File: config.mk
export PLATFORM = sky130hd
export DESIGN_NAME = serial_rx_queue
export DESIGN_NICKNAME = d
export VERILOG_FILES = /design/src/rtl/srxq_pkg.sv /design/src/rtl/srxq_tick.sv /design/src/rtl/srxq_shift.sv /design/src/rtl/srxq_fifo.sv /design/src/rtl/serial_rx_queue.sv
export SDC_FILE = /design/constraint.sdc
export NUM_CORES = 1
export LEC_CHECK = 0
export ABC_AREA = 1
export BUFFER_PORTS_ARGS = -buffer_cell sky130_fd_sc_hd__clkbuf_2
export CAP_MARGIN = 20
export CORE_MARGIN = 5
export CORE_UTILIZATION = 55
export DETAILED_ROUTE_END_ITERATION = 7
export PLACE_DENSITY = 0.74
export REMOVE_ABC_BUFFERS = 1
export SETUP_SLACK_MARGIN = 0.1
export SLEW_MARGIN = 20
export SYNTH_ARGS = -nofsm -noshare
export SYNTH_HDL_FRONTEND = slang
export SYNTH_HIERARCHICAL = 1
export SYNTH_SLANG_ARGS = --single-unit
File: constraint.sdc
create_clock -name clk -period 3.5 [get_ports clk]
set_clock_uncertainty 0.2 [all_clocks]
set_input_delay 0.175 -clock clk [delete_from_list [all_inputs] [get_ports clk]]
set_output_delay 0.175 -clock clk [all_outputs]
set_load 0.01 [all_outputs]
File: src/rtl/srxq_pkg.sv
package srxq_pkg;
    localparam int DATA_W = 8;

    typedef enum logic [1:0] {
        RX_IDLE  = 2'd0,
        RX_START = 2'd1,
        RX_BITS  = 2'd2,
        RX_STOP  = 2'd3
    } rx_state_t;

    typedef struct packed {
        logic              ovr;
        logic              ferr;
        logic              bit9;
        logic [DATA_W-1:0] data;
    } rx_entry_t;

    function automatic logic vote3(input logic a, input logic b, input logic c);
        return (a & b) | (a & c) | (b & c);
    endfunction
endpackage

File: src/rtl/srxq_tick.sv
module srxq_tick #(
    parameter int DIV_W = 16
) (
    input  logic             clk,
    input  logic             rst,
    input  logic [DIV_W-1:0] div,
    output logic             tick
);
    logic [DIV_W-1:0] cnt;

    assign tick = (cnt == '0);

    always_ff @(posedge clk) begin
        if (rst) begin
            cnt <= '0;
        end else if (tick) begin
            cnt <= div;
        end else begin
            cnt <= cnt - 1'b1;
        end
    end
endmodule

File: src/rtl/srxq_shift.sv
module srxq_shift
    import srxq_pkg::*;
#(
    parameter int OSR = 16
) (
    input  logic      clk,
    input  logic      rst,
    input  logic      en,
    input  logic      tick,
    input  logic      rxd,
    input  logic      nine_bit,
    input  logic      can_push,
    output logic      push,
    output logic      held_valid,
    output rx_entry_t held
);
    localparam int SMP_W = $clog2(OSR);
    localparam int MID   = OSR / 2;
    localparam int SH_W  = DATA_W + 1;
    localparam int BC_W  = $clog2(SH_W + 1);
    localparam logic [SMP_W-1:0] S_LO   = SMP_W'(MID - 1);
    localparam logic [SMP_W-1:0] S_MID  = SMP_W'(MID);
    localparam logic [SMP_W-1:0] S_HI   = SMP_W'(MID + 1);
    localparam logic [SMP_W-1:0] S_LAST = SMP_W'(OSR - 1);

    logic [1:0]      sync;
    logic            rx_s;
    logic            rx_prev;
    rx_state_t       state;
    logic [SMP_W-1:0] smp;
    logic [BC_W-1:0] bitcnt;
    logic [SH_W-1:0] shreg;
    logic            v_lo, v_mid;
    logic            ovr_pend;
    logic [BC_W-1:0] last_bit;
    rx_entry_t       done_entry;

    assign rx_s     = sync[1];
    assign push     = held_valid && can_push;
    assign last_bit = nine_bit ? BC_W'(DATA_W) : BC_W'(DATA_W - 1);

    always_comb begin
        done_entry.ovr  = ovr_pend;
        done_entry.ferr = ~rx_s;
        if (nine_bit) begin
            done_entry.bit9 = shreg[SH_W-1];
            done_entry.data = shreg[DATA_W-1:0];
        end else begin
            done_entry.bit9 = 1'b0;
            done_entry.data = shreg[SH_W-1:1];
        end
    end

    always_ff @(posedge clk) begin
        if (rst) begin
            sync    <= 2'b11;
            rx_prev <= 1'b1;
        end else begin
            sync <= {sync[0], rxd};
            if (tick) rx_prev <= rx_s;
        end
    end

    always_ff @(posedge clk) begin
        if (rst || !en) begin
            state      <= RX_IDLE;
            smp        <= '0;
            bitcnt     <= '0;
            shreg      <= '0;
            v_lo       <= 1'b0;
            v_mid      <= 1'b0;
            ovr_pend   <= 1'b0;
            held_valid <= 1'b0;
            held       <= '0;
        end else begin
            if (push) held_valid <= 1'b0;
            if (tick) begin
                case (state)
                    RX_IDLE: begin
                        if (rx_prev && !rx_s) begin
                            state <= RX_START;
                            smp   <= '0;
                            if (held_valid && !push) begin
                                held_valid <= 1'b0;
                                ovr_pend   <= 1'b1;
                            end
                        end
                    end
                    RX_START: begin
                        smp <= smp + 1'b1;
                        if (smp == S_LO)  v_lo  <= rx_s;
                        if (smp == S_MID) v_mid <= rx_s;
                        if (smp == S_HI && vote3(v_lo, v_mid, rx_s)) begin
                            state <= RX_IDLE;
                        end
                        if (smp == S_LAST) begin
                            state  <= RX_BITS;
                            smp    <= '0;
                            bitcnt <= '0;
                        end
                    end
                    RX_BITS: begin
                        smp <= smp + 1'b1;
                        if (smp == S_MID) shreg <= {rx_s, shreg[SH_W-1:1]};
                        if (smp == S_LAST) begin
                            smp <= '0;
                            if (bitcnt == last_bit) state <= RX_STOP;
                            else bitcnt <= bitcnt + 1'b1;
                        end
                    end
                    default: begin
                        smp <= smp + 1'b1;
                        if (smp == S_MID) begin
                            held_valid <= 1'b1;
                            held       <= done_entry;
                            ovr_pend   <= 1'b0;
                            state      <= RX_IDLE;
                        end
                    end
                endcase
            end
        end
    end
endmodule

File: src/rtl/srxq_fifo.sv
module srxq_fifo
    import srxq_pkg::*;
#(
    parameter int DEPTH = 2
) (
    input  logic      clk,
    input  logic      rst,
    input  logic      en,
    input  logic      push,
    input  rx_entry_t wr_entry,
    input  logic      pop,
    output logic      can_push,
    output logic      not_empty,
    output rx_entry_t head,
    output logic [$clog2(DEPTH+1)-1:0] count
);
    localparam int PTR_W = (DEPTH > 1) ? $clog2(DEPTH) : 1;
    localparam int CNT_W = $clog2(DEPTH + 1);
    localparam logic [PTR_W-1:0] P_LAST = PTR_W'(DEPTH - 1);

    rx_entry_t        mem [DEPTH];
    logic [PTR_W-1:0] wr_ptr, rd_ptr;
    logic             do_pop;

    assign not_empty = (count != '0);
    assign do_pop    = pop && not_empty;
    assign can_push  = (count != CNT_W'(DEPTH)) || do_pop;
    assign head      = not_empty ? mem[rd_ptr] : '0;

    always_ff @(posedge clk) begin
        if (rst || !en) begin
            wr_ptr <= '0;
            rd_ptr <= '0;
            count  <= '0;
        end else begin
            if (push) begin
                mem[wr_ptr] <= wr_entry;
                wr_ptr      <= (wr_ptr == P_LAST) ? '0 : wr_ptr + 1'b1;
            end
            if (do_pop) begin
                rd_ptr <= (rd_ptr == P_LAST) ? '0 : rd_ptr + 1'b1;
            end
            if (push && !do_pop)      count <= count + 1'b1;
            else if (do_pop && !push) count <= count - 1'b1;
        end
    end
endmodule

File: src/rtl/serial_rx_queue.sv
module serial_rx_queue
    import srxq_pkg::*;
#(
    parameter int DIV_W = 16,
    parameter int OSR   = 16,
    parameter int DEPTH = 2
) (
    input  logic              clk,
    input  logic              rst,
    input  logic              rx_en,
    input  logic              nine_bit,
    input  logic [DIV_W-1:0]  baud_div,
    input  logic              rxd,
    input  logic              rd_pop,
    output logic              rx_done,
    output logic [DATA_W-1:0] head_data,
    output logic              head_bit9,
    output logic              head_ferr,
    output logic              head_ovr
);
    localparam int CNT_W = $clog2(DEPTH + 1);

    logic             tick;
    logic             push, can_push, held_valid;
    rx_entry_t        held, head;
    logic [CNT_W-1:0] fifo_count;

    srxq_tick #(.DIV_W(DIV_W)) u_tick (
        .clk(clk), .rst(rst), .div(baud_div), .tick(tick)
    );

    srxq_shift #(.OSR(OSR)) u_shift (
        .clk(clk), .rst(rst), .en(rx_en), .tick(tick), .rxd(rxd),
        .nine_bit(nine_bit), .can_push(can_push), .push(push),
        .held_valid(held_valid), .held(held)
    );

    srxq_fifo #(.DEPTH(DEPTH)) u_fifo (
        .clk(clk), .rst(rst), .en(rx_en), .push(push), .wr_entry(held),
        .pop(rd_pop), .can_push(can_push), .not_empty(rx_done),
        .head(head), .count(fifo_count)
    );

    assign head_data = head.data;
    assign head_bit9 = head.bit9;
    assign head_ferr = head.ferr;
    assign head_ovr  = head.ovr;
endmodule

After elaboration in Yosys (flattened, before gate mapping)
Memory sizes are Yosys's and may differ from the RTL's. A register that Yosys moved wholly into a read port is not among the register bits.
Cells that the tools add are included.
{"block": "op_classes", "n_eq_ne": 15, "bitwise": 8, "muxes": 37, "addsub": 7, "reduce_logical": 30}
{"cell": "$mux W4", "count": 6}
{"cell": "$logic_not A16 Y1", "count": 1}
{"cell": "$mux W16", "count": 1}
{"cell": "$mux W2", "count": 8}
{"cell": "$pmux W4 S2", "count": 2}
{"cell": "$sub A16 B1 Y16 const B", "count": 1}
{"cell": "$mux W1", "count": 15}
{"cell": "$eq A4 B4 Y1 const B", "count": 3}
{"cell": "$reduce_and A3 Y1", "count": 4}
{"cell": "$mux W11", "count": 1}
{"cell": "$ne A2 B1 Y1 const B", "count": 5}
{"cell": "$reduce_and A5 Y1", "count": 2}
{"cell": "$mux W9", "count": 1}
{"cell": "$add A4 B1 Y4 const B", "count": 2}
{"cell": "$reduce_bool A2 Y1", "count": 4}
{"cell": "$logic_and A1 B1 Y1", "count": 7}
{"cell": "$pmux W2 S3", "count": 1}
{"cell": "$reduce_and A6 Y1", "count": 1}
{"cell": "$eq A4 B3 Y1 const B", "count": 1}
{"cell": "$eq A4 B4 Y1", "count": 1}
{"cell": "$logic_not A1 Y1", "count": 4}
{"cell": "$ne A2 B2 Y1 const B", "count": 2}
{"cell": "$pmux W1 S2", "count": 2}
{"cell": "$reduce_bool A4 Y1", "count": 1}
{"cell": "14 further kinds", "count": 21}
{"block": "word_totals", "out_inout_bits": 12, "ramBits": 22, "mem_count": 1, "word_cells": 116, "register_bits": 57, "in_bits": 22}
{"name": "u_fifo.mem", "words": 2, "width": 11, "read_ports": 1, "rd_clocked_by_memory_dff": 1, "wr": 1, "line": "srxq_fifo.sv:21", "rtl": "rx_entry_t mem [DEPTH];"}

Logic depth before layout (Yosys ltp)
Gate-level depths: netlist of the first run.
{"block": "depth", "ltp_word": 10, "ltp_mapped": 15, "mapped_depth_nobuf": 15}

Modules after synthesis
Netlist of the first run, hierarchy kept.
{"mod": "srxq_shift", "cells_per_inst": 258, "seq_area_each_um2": 740.7, "n_inst": 1, "area_each_um2": 1834.3}
{"mod": "srxq_tick", "cells_per_inst": 188, "seq_area_each_um2": 320.3, "n_inst": 1, "area_each_um2": 1099.8}
{"mod": "srxq_fifo", "cells_per_inst": 98, "seq_area_each_um2": 760.7, "n_inst": 1, "area_each_um2": 1068.5}

Least setup slack after synthesis of the first run
No wires, ideal clock.
{"block": "synth_timing", "kind": "reg2reg", "startpoint": "register u_fifo.count[0]", "endpoint": "memory u_fifo/mem[1][0] in the netlist's numbering, enable pin", "setup_ns": 0.393, "period_less_slack_ns": 2.268, "path_slack_ns": 1.232, "required_ns": 2.907, "path_buffers": 0, "stages_incl_launch_ff": 9, "arrival_time_ns": 1.675, "path_cell_list": "dfxtp_1 > nor2_2 > inv_2 > nand2_1 > nand3_1 > nand2_1 > inv_1 > inv_1 > nor3_1"}
{"block": "synth_between", "elab_chain_len": 7, "elab_cells_between_ends": 8, "classes_between": "1 x eq/ne; 3 x mux; 4 x reduce/logical"}
{"element": "start, declared", "line": "srxq_fifo.sv:15", "rtl": "output logic [$clog2(DEPTH+1)-1:0] count"}
{"element": "start signal, assigned", "line": "srxq_fifo.sv:43", "rtl": "if (push && !do_pop) count <= count + 1'b1;"}
{"element": "start signal, assigned", "line": "srxq_fifo.sv:44", "rtl": "else if (do_pop && !push) count <= count - 1'b1;"}
{"element": "$reduce_bool A2 Y1", "line": "srxq_fifo.sv:25", "rtl": "assign not_empty = (count != '0);"}
{"element": "named net rx_done", "line": "serial_rx_queue.sv:15", "rtl": "output logic rx_done,"}
{"element": "$logic_and A1 B1 Y1", "line": "srxq_fifo.sv:26", "rtl": "assign do_pop = pop && not_empty;"}
{"element": "$logic_or A1 B1 Y1", "line": "srxq_fifo.sv:27", "rtl": "assign can_push = (count != CNT_W'(DEPTH)) || do_pop;"}
{"element": "named net can_push", "line": "serial_rx_queue.sv:24", "rtl": "logic push, can_push, held_valid;"}
{"element": "$logic_and A1 B1 Y1", "line": "srxq_shift.sv:39", "rtl": "assign push = held_valid && can_push;"}
{"element": "named net push", "line": "serial_rx_queue.sv:24"}
{"element": "$mux W1", "line": "srxq_fifo.sv:36", "rtl": "if (push) begin"}
{"element": "$mux W1", "line": "srxq_fifo.sv:31", "rtl": "if (rst || !en) begin"}
{"element": "$mux W1 (implied by the code)", "line": "srxq_fifo.sv:37", "rtl": "mem[wr_ptr] <= wr_entry;"}
{"element": "end, declared", "line": "srxq_fifo.sv:21"}
The timed path passes the listed nets, and every way through them passes these cells.

Final worst setup path of the first run
{"block": "layout_timing", "startpoint": "register u_tick.cnt[0]", "endpoint": "register u_shift.shreg[0]"}
{"block": "layout_between", "elab_chain_len": 2}
{"element": "start, declared", "line": "srxq_tick.sv:9", "rtl": "logic [DIV_W-1:0] cnt;"}
{"element": "start signal, assigned", "line": "srxq_tick.sv:17", "rtl": "cnt <= div;"}
{"element": "start signal, assigned", "line": "srxq_tick.sv:19", "rtl": "cnt <= cnt - 1'b1;"}
{"element": "$logic_not A16 Y1", "line": "srxq_tick.sv:11", "rtl": "assign tick = (cnt == '0);"}
{"element": "named net tick", "line": "serial_rx_queue.sv:23", "rtl": "logic tick;"}
{"element": "$reduce_and A3 Y1 (no line)"}
{"element": "end signal, assigned", "line": "srxq_shift.sv:104", "rtl": "if (smp == S_MID) shreg <= {rx_s, shreg[SH_W-1:1]};"}
{"element": "end, declared", "line": "srxq_shift.sv:32", "rtl": "logic [SH_W-1:0] shreg;"}
The timed path passes the listed nets, and every way through them passes these cells.
A chain may end at the register's enable or synchronous reset.

==> summary.md, run 1 <==
| Metric | Value |
|---|---|
| Status | completed |
| Layer carrying the most global-route usage | met2 |
| Crit path launch type | flop |
| CTS root buf | clkbuf_8 |
| Cells after Synth | ~540 |
| Max Cap Viol | 0 |
| Synth warnings | 6 |
| Placed cell count | between 600 and 700 |
| RSZ-0062 raised after global routing | false |
| Avg Inst Size Synth | 7.36 µm² |
| CTS tree | yes |
| Total number of vias | ~3400 |
| Met3 Use GR | under 10% |
| Clk slew on worst S/H paths | 0.09 ns |
| Buffer depth of the longest clock path | 2 |
| Clk pwr share | approximately 29% |
| TNS Setup | 0 ns |
| Area grow syn2layout | 15.5% |
| Die ar. | a little over 9000 µm² |
| Layout cell share with drive strength beyond 1 | 13.3% |
| DPL Wire Length | 5630 µm |
| NetSw | 0.833 mW |
| Post-synthesis sequential element count | 80 |
| Critical Path Sink Type | flop |
| GP Congestion | slightly below 0.9 |
| Congestion Overflow GR | 0 |
| Diodes inserted | 0 |
| Nets | 630 |
| Post-synthesis cell area | 4000 µm² |
| DRC Markers | 0 |
| Post-CTS setup buffers | 0 |
| ANT nets after route | 0 |
| CTS sink count | 80 |
| Pwr/cell area | between 500 and 600 nW/µm² |
| Final Hold Vio Count | 0 |
| H-Tree Depth | 3 |
| Clk Latency, worst-skew pair | around 0.35 ns |
| Setup crit start | u_tick/cnt[0] |
| Worst reg2reg startpoint | u_tick/cnt[0] |
| Hold Path Cell Cnt | 7 |
| DR WL/cell | about 11 µm |
| Pint | about 1.6 mW |
| Detailed Route Iter0 Violations | around 180 |
| Class of the worst hold path | in -> reg |
| Sw Share | roughly 34% |
| Vias per cell | 4.89 |
| Io pins | 34 |
| Initial antenna violation count | 0 |
| Sequential area share after synthesis | between 40% and 50% |
| All-Layer GR Usage | around a fifth |
| Library cells used by synthesis | 33 |
| TritonRoute pass-1 iters | 5 |
| Initial Util | a little under three fifths |
| Die height | 95.3 µm |
| Worst hold start | baud_div[13] |
| CP Data Required Time | 3.53 ns |
| First-pass GRT wire length | 13500 µm |
| Pleak | approximately 2 nW |
| Maximum clock rate | 407 MHz |
| Worst Path Arrival | 2.49 ns |
| Endpoints failing setup | 0 |
| Die width | approximately 95 µm |
| Met1 Track Usage GR | between 20% and 30% |
| Worst vdd ir | approximately 240 µV |
| Post-Layout Cell Count | 700 |
| Routed wire length | ~8000 µm |
| I/O Buffers | 33 |
| TritonCTS buffer count | 9 |
| Combinational group share of total power | 27.2% |
| Fill cell count | just over 600 |
| Slew @ Worst Pin | 0.889 ns |
| CP max FO | 22 |
| Grt met2 use | a little under a third |
| Critical path class | reg -> reg |
| Core Area | between 7000 and 8000 µm² |
| Final slew viol count | 0 |
| Tcrit/Tclk final | 70.3% |
| Slew HR | between 40 and 50% |
| Final min period | 2.46 ns |
| Cells on worst reg2reg path | 13 |
| Largest net degree at the start of global routing | 29 |
| Row count | 31 |
| Vias in the first global route | ~3200 |
| Seq pwr share | between 40 and 50% |
cells by family after synthesis:
family / synth area share [%]
AOI/OAI and AO/OA: 11.7
xor gates and xnor gates: 0.875
and+or+nand+nor: 29.0
DFF: 45.5
adders and majority gates: 3.75
buffers and inverters: 9.19
through the flow:
| step | hold slack [ns] | power [mW] | setup WS (ns) | area [µm²] | utilization, % |
|---|---|---|---|---|---|
| floorplan | 0.0788 | 1.57 | 1.17 | 3920 | - |
| global placement | 0.168 | 1.69 | 1.17 | 4210 | 58.7 |
| detailed placement | 0.175 | 1.71 | 1.05 | 4210 | 58.7 |
| CTS | 0.00775 | 2.43 | 1.04 | 4620 | 64.4 |
| global route | 0.0356 | 2.58 | 0.812 | 4620 | 64.4 |
| finish | 0.0170 | 2.42 | 1.04 | 4620 | 64.4 |
path summary, 6_finish.rpt:
check | slack, ns | endpoint
worst max-delay path | 1.04 | u_shift/shreg[0]
worst min-delay path | 0.02 | u_tick/cnt[13]
worst max register to register | 1.04 | u_shift/shreg[0]
worst min register to register | 0.22 | u_shift/sync[1]
final cells by class:
class	count	area, µm²	area share, %
Clock buffer	9	124	2.68
Clock inverter	7	85.1	1.84
Inverter	75	282	6.09
Multi-Input combinational cell	376	1810	39.2
Sequential cell	80	1820	39.4
Tap cell	99	124	2.68
Timing Repair Buffer	54	373	8.07
placed cells by master, fill, tap and decap left out, types with 5 or more instances in the layout:
cell / netlist / routed
a21oi_1: 42 / 42
o21ai_1: 11 / 11
or2_2: 5 / 5
edfxtp_1: 22 / 22
inv_1: 68 / 68
ha_1: 12 / 12
nand3_1: 31 / 31
nor2_4: 5 / 5
inv_2: 6 / 6
nor2_2: 5 / 5
nor2_1: 86 / 86
dfxtp_1: 58 / 58
clkbuf_2: 1 / 33
dlygate4sd3_1: 0 / 20
nand2_1: 122 / 122
clkbuf_8: 0 / 9
nand2_2: 6 / 6
o21ai_0: 33 / 33
layer usage:
layer | wire length [µm] | share of wire (%)
met5 | 0 | 0
met4 | 111 | 1.4
met3 | 274 | 3.4
met2 | 3710 | 46
met1 | 3890 | 49
worst max-delay path, stage by stage, from the launching register on:
cell and delay (ns):
dfxtp_1 0.32, inv_1 0.09, ha_1 0.18, inv_1 0.04, nor2_1 0.07, nand2_1 0.08, nor2_4 0.16, nand2_4 0.18
inv_2 0.17, inv_1 0.14, nor2_4 0.21, nand2_2 0.20, o21ai_0 0.21, a21oi_1 0.07
power by group through the flow:
stage | clock, mW | sequential (mW) | combinational, mW
2_1_floorplan | 0 | 1.06 | 0.512
3_3_place_gp | 0 | 1.07 | 0.614
3_5_place_dp | 0 | 1.08 | 0.629
4_1_cts | 0.722 | 1.05 | 0.652
5_1_grt | 0.763 | 1.06 | 0.754
6_report | 0.705 | 1.06 | 0.657
synthesized netlist by cell type:
cell	count	area, µm²
buf_6	4	45.0
dfxtp_1	58	1160
clkbuf_1	3	11.3
xnor2_1	2	17.5
nand2_4	2	22.5
nor2_2	5	31.3
o21ai_0	33	165
buf_2	5	25.0
xor2_1	2	17.5
clkbuf_2	1	5.00
nor2_4	5	56.3
o211ai_1	1	7.51
or2_2	5	31.3
o21bai_1	1	7.51
a21oi_1	42	210
a21boi_0	1	7.51
a31oi_1	1	6.26
a211oi_1	1	7.51
nand3_2	1	10.0
nand2_2	6	37.5
nand3_1	31	155
inv_1	68	255
clkinv_1	1	3.75
nand4_1	2	12.5
nor2_1	86	323
nand3b_1	1	7.51
or2_1	1	6.26
edfxtp_1	22	661
ha_1	12	150
nor3_1	2	10.0
inv_2	6	22.5
o21ai_1	11	55.1
nand2_1	122	458
what timing repair did:
item / in CTS / in global routing
hold buffers: 20 / 0
resized for setup: 0 / 0
endpoints found under the hold margin: 23 / 0
sequential cells by signal (all words and copies together), names as in the netlist, named ones only:
| signal | count |
|---|---|
| u_fifo/mem | 22 |
| u_tick/cnt | 16 |
| u_shift/held | 11 |
| u_shift/shreg | 9 |
| u_shift/bitcnt | 4 |
| u_shift/smp | 4 |
| u_fifo/count | 2 |
| u_shift/state | 2 |
| u_shift/sync | 2 |
| u_fifo/rd_ptr | 1 |
| u_fifo/wr_ptr | 1 |
| u_shift/held_valid | 1 |
| u_shift/ovr_pend | 1 |
| u_shift/rx_prev | 1 |
| u_shift/v_lo | 1 |
| u_shift/v_mid | 1 |
Power figures use the tool's default switching activity.
==> run 2, diff against run 1 <==
--- a/config.mk
+++ b/config.mk
@@ -9,9 +9,9 @@
 export BUFFER_PORTS_ARGS = -buffer_cell sky130_fd_sc_hd__clkbuf_2
 export CAP_MARGIN = 20
 export CORE_MARGIN = 5
-export CORE_UTILIZATION = 55
+export CORE_UTILIZATION = 54
 export DETAILED_ROUTE_END_ITERATION = 7
-export PLACE_DENSITY = 0.74
+export PLACE_DENSITY = 0.76
 export REMOVE_ABC_BUFFERS = 1
 export SETUP_SLACK_MARGIN = 0.1
 export SLEW_MARGIN = 20
==> constraint.sdc (replaced) <==
create_clock -name clk -period 2.2 [get_ports clk]
set_clock_uncertainty 0.2 [all_clocks]
set_input_delay 0.11 -clock clk [delete_from_list [all_inputs] [get_ports clk]]
set_output_delay 0.11 -clock clk [all_outputs]
set_load 0.01 [all_outputs]
==> run 2 against run 1 <==
Net effect:
- sequential cell count stayed put
- core utilization is 2.0 points higher
- sequential power is 59% higher
- global-route usage is 1.4 points higher
- fmax is 21% higher
- cell area is 4.3% higher
- worst setup slack worse by 0.88 ns
- hold slack better by 0.032 ns
- largest power group unchanged
- first-iteration DRC count is 75% higher
- wire length is 9.5% higher
- via count is 5.7% higher
- critical path type unchanged
- clock power is 39% higher
==> summary.md, run 2 (synthesis gave the netlist of run 1 again) <==
| Metric | Value |
|---|---|
| Fill cell count | 581 (-5.8%) |
| Max Cap Viol | 0 (unchanged) |
| Largest net degree at the start of global routing | 22 (-24%) |
| Met3 wire len | 439 µm (+60%) |
| Critical path class | reg -> reg |
| CTS tree | yes |
| Final min period | 2.04 ns (-0.423 ns) |
| Die height | 96.1 µm (+0.83%) |
| CP Data Required Time | 2.24 ns (-1.29 ns) |
| Pwr/cell area | 807 nW/µm² (+54%) |
| Post-Layout Cell Count | 722 (+3.1%) |
| Nets | 652 (+3.5%) |
| Max Used Layer | met4 |
| Commonest non-fill, non-tap cell in the layout | nand2_1 |
| Endpoints failing setup | 0 (unchanged) |
| Die ar. | 9230 µm² (+1.7%) |
| Number of flip-flops in the largest register | 22 (unchanged) |
| Crit path launch type | flop |
| Worst vdd ir | 447 µV (+83%) |
| Class of the worst hold path | in -> reg |
| I/O Buffers | 33 (unchanged) |
| Final core utilization | 66.4% (+2.0 points) |
| CTS sink count | 80 (unchanged) |
| Detailed Route Iter0 Violations | 320 (+75%) |
| TNS Setup | 0 ns (unchanged) |
| Initial Util | 55.2% (-0.60 points) |
| Cells on worst reg2reg path | 14 (+1) |
| Met2 WL post-DR | 4370 µm (+18%) |
| TritonCTS buffer count | 9 (unchanged) |
| Buffer depth of the longest clock path | 2 (unchanged) |
| Hold Path Cell Cnt | 3 (-4) |
| Pleak | 2.12 nW (+6.1%) |
| Routed wire length | 8750 µm (+9.5%) |
| Critical Path Sink Type | flop |
| GP Congestion | 0.872 (-0.19%) |
| Core Area | 7250 µm² (+1.1%) |
| DPL Wire Length | 5700 µm (+1.3%) |
| Worst Path Arrival | 2.08 ns (-0.41 ns) |
| Slew HR | 64.0% (+24 points) |
| RSZ-0062 raised after global routing | true |
| ANT nets after route | 0 (unchanged) |
| Die width | 96.1 µm (+0.83%) |
| Placed cell count | 670 (+0.90%) |
| Tcrit/Tclk final | 92.5% (+22 points) |
| Reg with most FFs | u_fifo/mem |
| Clk Latency, worst-skew pair | 0.35 ns (about the same) |
| FF/Latch Area | 1820 µm² (about the same) |
| DR WL/cell | 12.1 µm (+6.2%) |
| Initial antenna violation count | 0 (unchanged) |
| Vias in the first global route | 3349 (+5.7%) |
| Maximum clock rate | 491 MHz (+21%) |
| Slew @ Worst Pin | 0.539 ns (-0.350 ns) |
| Total number of vias | 3617 (+5.7%) |
| H-Tree Depth | 3 (unchanged) |
| CP max FO | 5 (-77%) |
| Area of the multi-input gates | 1860 µm² (+2.3%) |
| Row count | 31 (unchanged) |
| CTS root buf | clkbuf_8 |
| Status | completed |
| Diodes inserted | 0 (unchanged) |
| Area grow syn2layout | 20.4% |
| First-pass GRT wire length | 14500 µm (+7.6%) |
| Clk slew on worst S/H paths | 0.09 ns (about the same) |
| Vias per cell | 5.01 (+2.5%) |
| M1 WL | 3860 µm (-0.75%) |
| Final Hold Vio Count | 0 (unchanged) |
| TritonRoute pass-1 iters | 5 (unchanged) |
| DRC Markers | 0 (unchanged) |
| Congestion Overflow GR | 0 (unchanged) |
| All-Layer GR Usage | 20.1% (+1.4 points) |
| Biggest regs | u_fifo/mem: 22 flops, u_tick/cnt: 16 flops, u_shift/held: 11 flops |
| Layout cell share with drive strength beyond 1 | 17.2% (+3.9 points) |
| Io pins | 34 (unchanged) |
| Final slew viol count | 0 (unchanged) |
| Commonest non-fill, non-tap cells in the layout | nand2_1 (121), nor2_1 (85), inv_1 (65) |
==> run 2: changes by cell type in the layout (fill, tap and decap cells not counted), moves of 2 or more <==
| cell | delta |
|---|---|
| buf_4 | +16 |
| o21ai_0 | -11 |
| o21ai_1 | +11 |
| inv_4 | +4 |
| inv_1 | -3 |
| buf_6 | +2 |
| dlygate4sd3_1 | +2 |
| nor2_4 | +2 |
==> run 2: cell type report <==
| type | count | area share (%) |
|---|---|---|
| well taps | 99 | 2.57 |
| flip-flops and latches | 80 | 37.8 |
| clock inverters | 7 | 1.12 |
| inverters | 75 | 6.15 |
| clock buffers | 9 | 2.57 |
| multi-input cells | 377 | 38.5 |
| repair buffers | 74 | 11.1 |
| repair inverters | 1 | 0.130 |
==> run 2: path summary, 6_finish.rpt <==
path	from	to	slack, ns
max	u_tick/cnt[1]	u_shift/held[3]	0.16
min	nine_bit	u_shift/held[8]	0.05
max reg2reg	u_tick/cnt[1]	u_shift/held[3]	0.16
min reg2reg	u_shift/sync[0]	u_shift/sync[1]	0.22
==> run 2: critical path, stage by stage (launching register included) <==
cell and delay (ns):
dfxtp_1 0.34, inv_2 0.09, ha_4 0.13, inv_1 0.04, nor2_1 0.07, nand2_1 0.08
nor2_4 0.15, nand2_4 0.06, inv_4 0.08, inv_4 0.05, nor2_4 0.18, buf_4 0.16
nand2_2 0.07, o21ai_0 0.17, nor2_1 0.05
==> run 2: where the power goes <==
part	leakage, nW	switching [mW]	total (mW)	internal (mW)
registers	0.660	0.0886	1.69	1.60
clock network	0.0896	0.557	0.978	0.422
logic	1.37	0.747	1.22	0.476
total	2.12	1.39	3.89	2.50
==> run 2: metal layers <==
| layer | vias up | global-route usage [%] |
|---|---|---|
| li1 | 1876 | - |
| met1 | 1657 | 25.1 |
| met2 | 75 | 34.4 |
| met3 | 9 | 4.93 |
| met4 | 0 | 5.21 |
| met5 | - | 0 |
==> run 2: timing repair <==
| item | CTS | global route |
|---|---|---|
| hold buffers | 22 | 0 |
| buffers inserted | 0 | 12 |
| gates cloned | 0 | 2 |
| pin swaps | 0 | 9 |
| endpoints found under the hold margin | 26 | 0 |
| endpoints found under the setup margin | 14 | 40 |
| gates resized for setup | 3 | 28 |
==> run 2: metrics by stage <==
| step | worst slack [ns] | instance area, µm² | total power, mW | hold WS [ns] |
|---|---|---|---|---|
| after floorplan | -0.125 | 3920 | 2.51 | 0.0138 |
| after global placement | 0.159 | 4260 | 2.72 | 0.117 |
| after detailed placement | 0.0287 | 4260 | 2.75 | 0.114 |
| after CTS | 0.0878 | 4670 | 3.76 | 0.0188 |
| after global routing | 0.0212 | 4820 | 4.15 | 0.0669 |
| final | 0.165 | 4820 | 3.89 | 0.0491 |
==> run 3, diff against run 2 <==
--- a/config.mk
+++ b/config.mk
@@ -5,13 +5,13 @@
 export SDC_FILE = /design/constraint.sdc
 export NUM_CORES = 1
 export LEC_CHECK = 0
-export ABC_AREA = 1
 export BUFFER_PORTS_ARGS = -buffer_cell sky130_fd_sc_hd__clkbuf_2
 export CAP_MARGIN = 20
 export CORE_MARGIN = 5
-export CORE_UTILIZATION = 54
+export CORE_UTILIZATION = 53
 export DETAILED_ROUTE_END_ITERATION = 7
-export PLACE_DENSITY = 0.76
+export GPL_ROUTABILITY_DRIVEN = 0
+export PLACE_DENSITY = 0.75
 export REMOVE_ABC_BUFFERS = 1
 export SETUP_SLACK_MARGIN = 0.1
 export SLEW_MARGIN = 20
==> run 3 against run 2 <==
Net effect:
- the flow now finishes with violations (setup timing)
- global-route usage rose by 0.27 points
- via count down 8.9%
- combinational power increased by 40%
- final cell count decreased by 17%
- area after synthesis fell by 4.8%
- core utilization increased by 5.3 points
- wire length grew 3.2%
- synthesized cell count is 28% lower
- count of clock-buffer cells in the layout stayed put
- sequential cell count is the same
- register-to-register slack got worse by 0.25 ns
- die area is 2.7% lower
==> summary.md, run 3 <==
| Metric | Value |
|---|---|
| Placed cell count | 553 (-17%) |
| Maximum clock rate | 438 MHz (-11%) |
| Diodes inserted | 0 (unchanged) |
| Routed wire length | 9030 µm (+3.2%) |
| Post-synthesis cell area | 3810 µm² (-4.8%) |
| Reg with most FFs | u_fifo/mem |
| Clk pwr share | 26.0% (+0.8 points) |
| CTS root buf | clkbuf_8 |
| Synth top area cells | dfxtp_1 (30%), edfxtp_1 (17%), mux2i_1 (5.8%) |
| Initial antenna violation count | 0 (unchanged) |
| Placed cell area | 4370 µm² (+2.6%) |
| Commonest non-fill, non-tap cells in the layout | dfxtp_1 (52), buf_4 (48), nor2_1 (46) |
| Area grow syn2layout | 34.5% |
| Fin worst setup slack | -0.0822 ns (-0.247 ns) |
| Critical path class | reg -> reg |
| Io pins | 34 (unchanged) |
| Slew @ Worst Pin | 0.581 ns (+0.0418 ns) |
| Biggest regs | u_fifo/mem: 22 flops, u_tick/cnt: 16 flops, u_shift/held: 11 flops |
| Crit-path cells | inv_2 > ha_4 > nor4b_4 > and4_4 > buf_6 > and4b_2 > and2_4 > buf_12 > nor2_1 > a211oi_1 |
| Pleak | 1.93 nW (-8.9%) |
| Cells after Synth | 393 (-28%) |
| Die height | 94.8 µm (-1.4%) |
| Nets | 526 (-19%) |
| Clk Latency, worst-skew pair | 0.36 ns (about the same) |
| ANT nets after route | 0 (unchanged) |
| Class of the worst hold path | in -> reg |
| Crit path launch type | flop |
| DR WL/cell | 15.1 µm (+25%) |
| DPL Wire Length | 5560 µm (-2.5%) |
| TritonCTS buffer count | 9 (unchanged) |
| Worst vdd ir | 808 µV (+81%) |
| Layout cell share with drive strength beyond 1 | 33.6% (+16 points) |
| Sequential area share after synthesis | 47.8% (+2.3 points) |
| Fill cell count | 507 (-13%) |
| Final min period | 2.28 ns (+0.247 ns) |
| CP Data Required Time | 2.26 ns (+0.02 ns) |
| TNS Setup | -0.145 ns (-0.145 ns) |
| Vias per cell | 5.53 (+10%) |
| Total number of vias | 3294 (-8.9%) |
| Number of flip-flops in the largest register | 22 (unchanged) |
| Die width | 94.8 µm (-1.4%) |
| First-pass GRT wire length | 14400 µm (-1.1%) |
| Seq pwr share | 37.6% (-5.8 points) |
| Status | complete, but fails checks |
| Post-synth top area share | 30.5% (+1.5 points) |
| Slew HR | 61.2% (-2.8 points) |
| Final Hold Vio Count | 0 (unchanged) |
| Critical Path Sink Type | flop |
| Pwr/cell area | 918 nW/µm² (+14%) |
| Final Cell Area | 5120 µm² (+6.3%) |
| Post-synthesis sequential element count | 80 (unchanged) |
| Pint | 3.16 mW (+27%) |
| Buffer depth of the longest clock path | 2 (unchanged) |
| TritonRoute pass-1 iters | 5 (unchanged) |
| Highest-delay cell along the critical path | dfxtp_2 |
| Post-synth EDFFs | 22 (unchanged) |
| All-Layer GR Usage | 20.3% (+0.27 points) |
| Clk slew on worst S/H paths | 0.09 ns (about the same) |
| NetSw | 1.54 mW (+11%) |
| Worst Path Buf+Inv | 3 (-2) |
| Final slew viol count | 0 (unchanged) |
| Crit path max-delay family | simple AND/OR/NAND/NOR gates |
| Commonest cells in the netlist | dfxtp_1 (58), nor2_1 (51), nand2_1 (28) |
| Yosys top cell by area | dfxtp_1 |
| Worst Path Arrival | 2.34 ns (+0.26 ns) |
| Detailed Route Iter0 Violations | 201 (-37%) |
| Vias in the first global route | 3151 (-5.9%) |
| Top-count cell post-synth | dfxtp_1 |
| WHS | 0.0410 ns (-0.00810 ns) |
| Combinational group share of total power | 36.4% (+4.9 points) |
| RSZ-0062 raised after global routing | true |
| Ys async rst share | 0% (unchanged) |
| CTS tree | yes |
| Largest net degree at the start of global routing | 23 (+4.5%) |
| Initial Util | 53.4% (-1.8 points) |
| Endpoints failing setup | 3 (+3) |
| Core Area | 7140 µm² (-1.6%) |
| Post-Layout Cell Count | 596 (-17%) |
| CTS sink count | 80 (unchanged) |
| Synth warnings | 6 (unchanged) |
| Row count | 31 (unchanged) |
| Avg Inst Size Synth | 9.69 µm² (+32%) |
| DRC Markers | 0 (unchanged) |
| Critical Path Max Stage Delay | 0.34 ns (about the same) |
| Die ar. | 8980 µm² (-2.7%) |
| Commonest non-fill, non-tap cell in the layout | dfxtp_1 |
| Max Cap Viol | 0 (unchanged) |
| Prevailing post-synth register cell | dfxtp_1 |
| Library cells used by synthesis | 54 (+64%) |
| CP max FO | 8 (+3) |
| Failing checks | setup timing |
| Congestion Overflow GR | 0 (unchanged) |
| Tcrit/Tclk final | 104% (+11 points) |
| Sw Share | 32.8% (-3.0 points) |
| H-Tree Depth | 3 (unchanged) |
| I/O Buffers | 33 (unchanged) |
| Total power draw | 4.70 mW (+21%) |
[run 3: cell families after synthesis]
logic type | share of synthesized area (%)
adders and majority gates | 3.94
xor gates and xnor gates | 2.53
muxes | 5.78
AOI/OAI and AO/OA | 14.1
and+or+nand+nor | 21.9
buffers and inverters | 3.91
DFF | 47.8
[run 3: power by group through the flow]
| stage | Combinational (mW) | Sequential (mW) | Clock, mW |
|---|---|---|---|
| floorplan | 0.832 | 1.82 | 0 |
| global placement | 1.46 | 1.76 | 0 |
| detailed placement | 1.48 | 1.76 | 0 |
| CTS | 1.56 | 1.74 | 1.23 |
| global route | 1.86 | 1.78 | 1.29 |
| finish | 1.71 | 1.77 | 1.22 |
[run 3: area by class of cell]
class	instances	area, µm²	share of cell area [%]
well taps	99	124	2.42
multi-input cells	280	2060	40.2
clock buffers	9	124	2.42
flip-flops and latches	80	1830	35.7
repair buffers	108	832	16.2
clock inverters	7	105	2.05
inverters	13	48.8	0.953
[run 3: metrics by stage]
stage | util [%] | worst slack [ns]
3_5_place_dp | 61.2 | -0.0771
4_1_cts | 69.2 | 0.0283
2_1_floorplan | - | -0.389
3_3_place_gp | 61.2 | -0.0133
5_1_grt | 71.8 | -0.205
6_report | 71.8 | -0.0822
[run 3: path summary, 6_finish.rpt]
path,from,end,slack (ns),cells past startpoint
worst max-delay path,u_tick/cnt[0],u_shift/held[7],-0.08,10
worst min-delay path,rst,u_tick/cnt[0],0.04,3
worst max register to register,u_tick/cnt[0],u_shift/held[7],-0.08,10
worst min register to register,u_shift/sync[0],u_shift/sync[1],0.22,1
[run 3: per-layer routing]
layer / global-route usage [%] / vias up / routed length, µm
li1: - / 1632 / -
met1: 24.3 / 1563 / 3840
met2: 36.1 / 82 / 4670
met3: 2.87 / 17 / 369
met4: 8.89 / 0 / 145
met5: 0 / - / 0
[run 3: repair_timing]
item / CTS / global route
endpoints found under the setup margin: 24 / 58
resized for setup: 30 / 40
endpoints found under the hold margin: 22 / 0
setup buffers: 5 / 2
hold buffers: 18 / 0
gates cloned: 2 / 0
pin swaps: 17 / 18
[run 3: tightest hold or removal path, delay by kind of cell]
| kind | cells | cell delay [ns] |
|---|---|---|
| buffers and inverters | 2 | 0.38 |
| AOI/OAI and AO/OA | 1 | 0.07 |
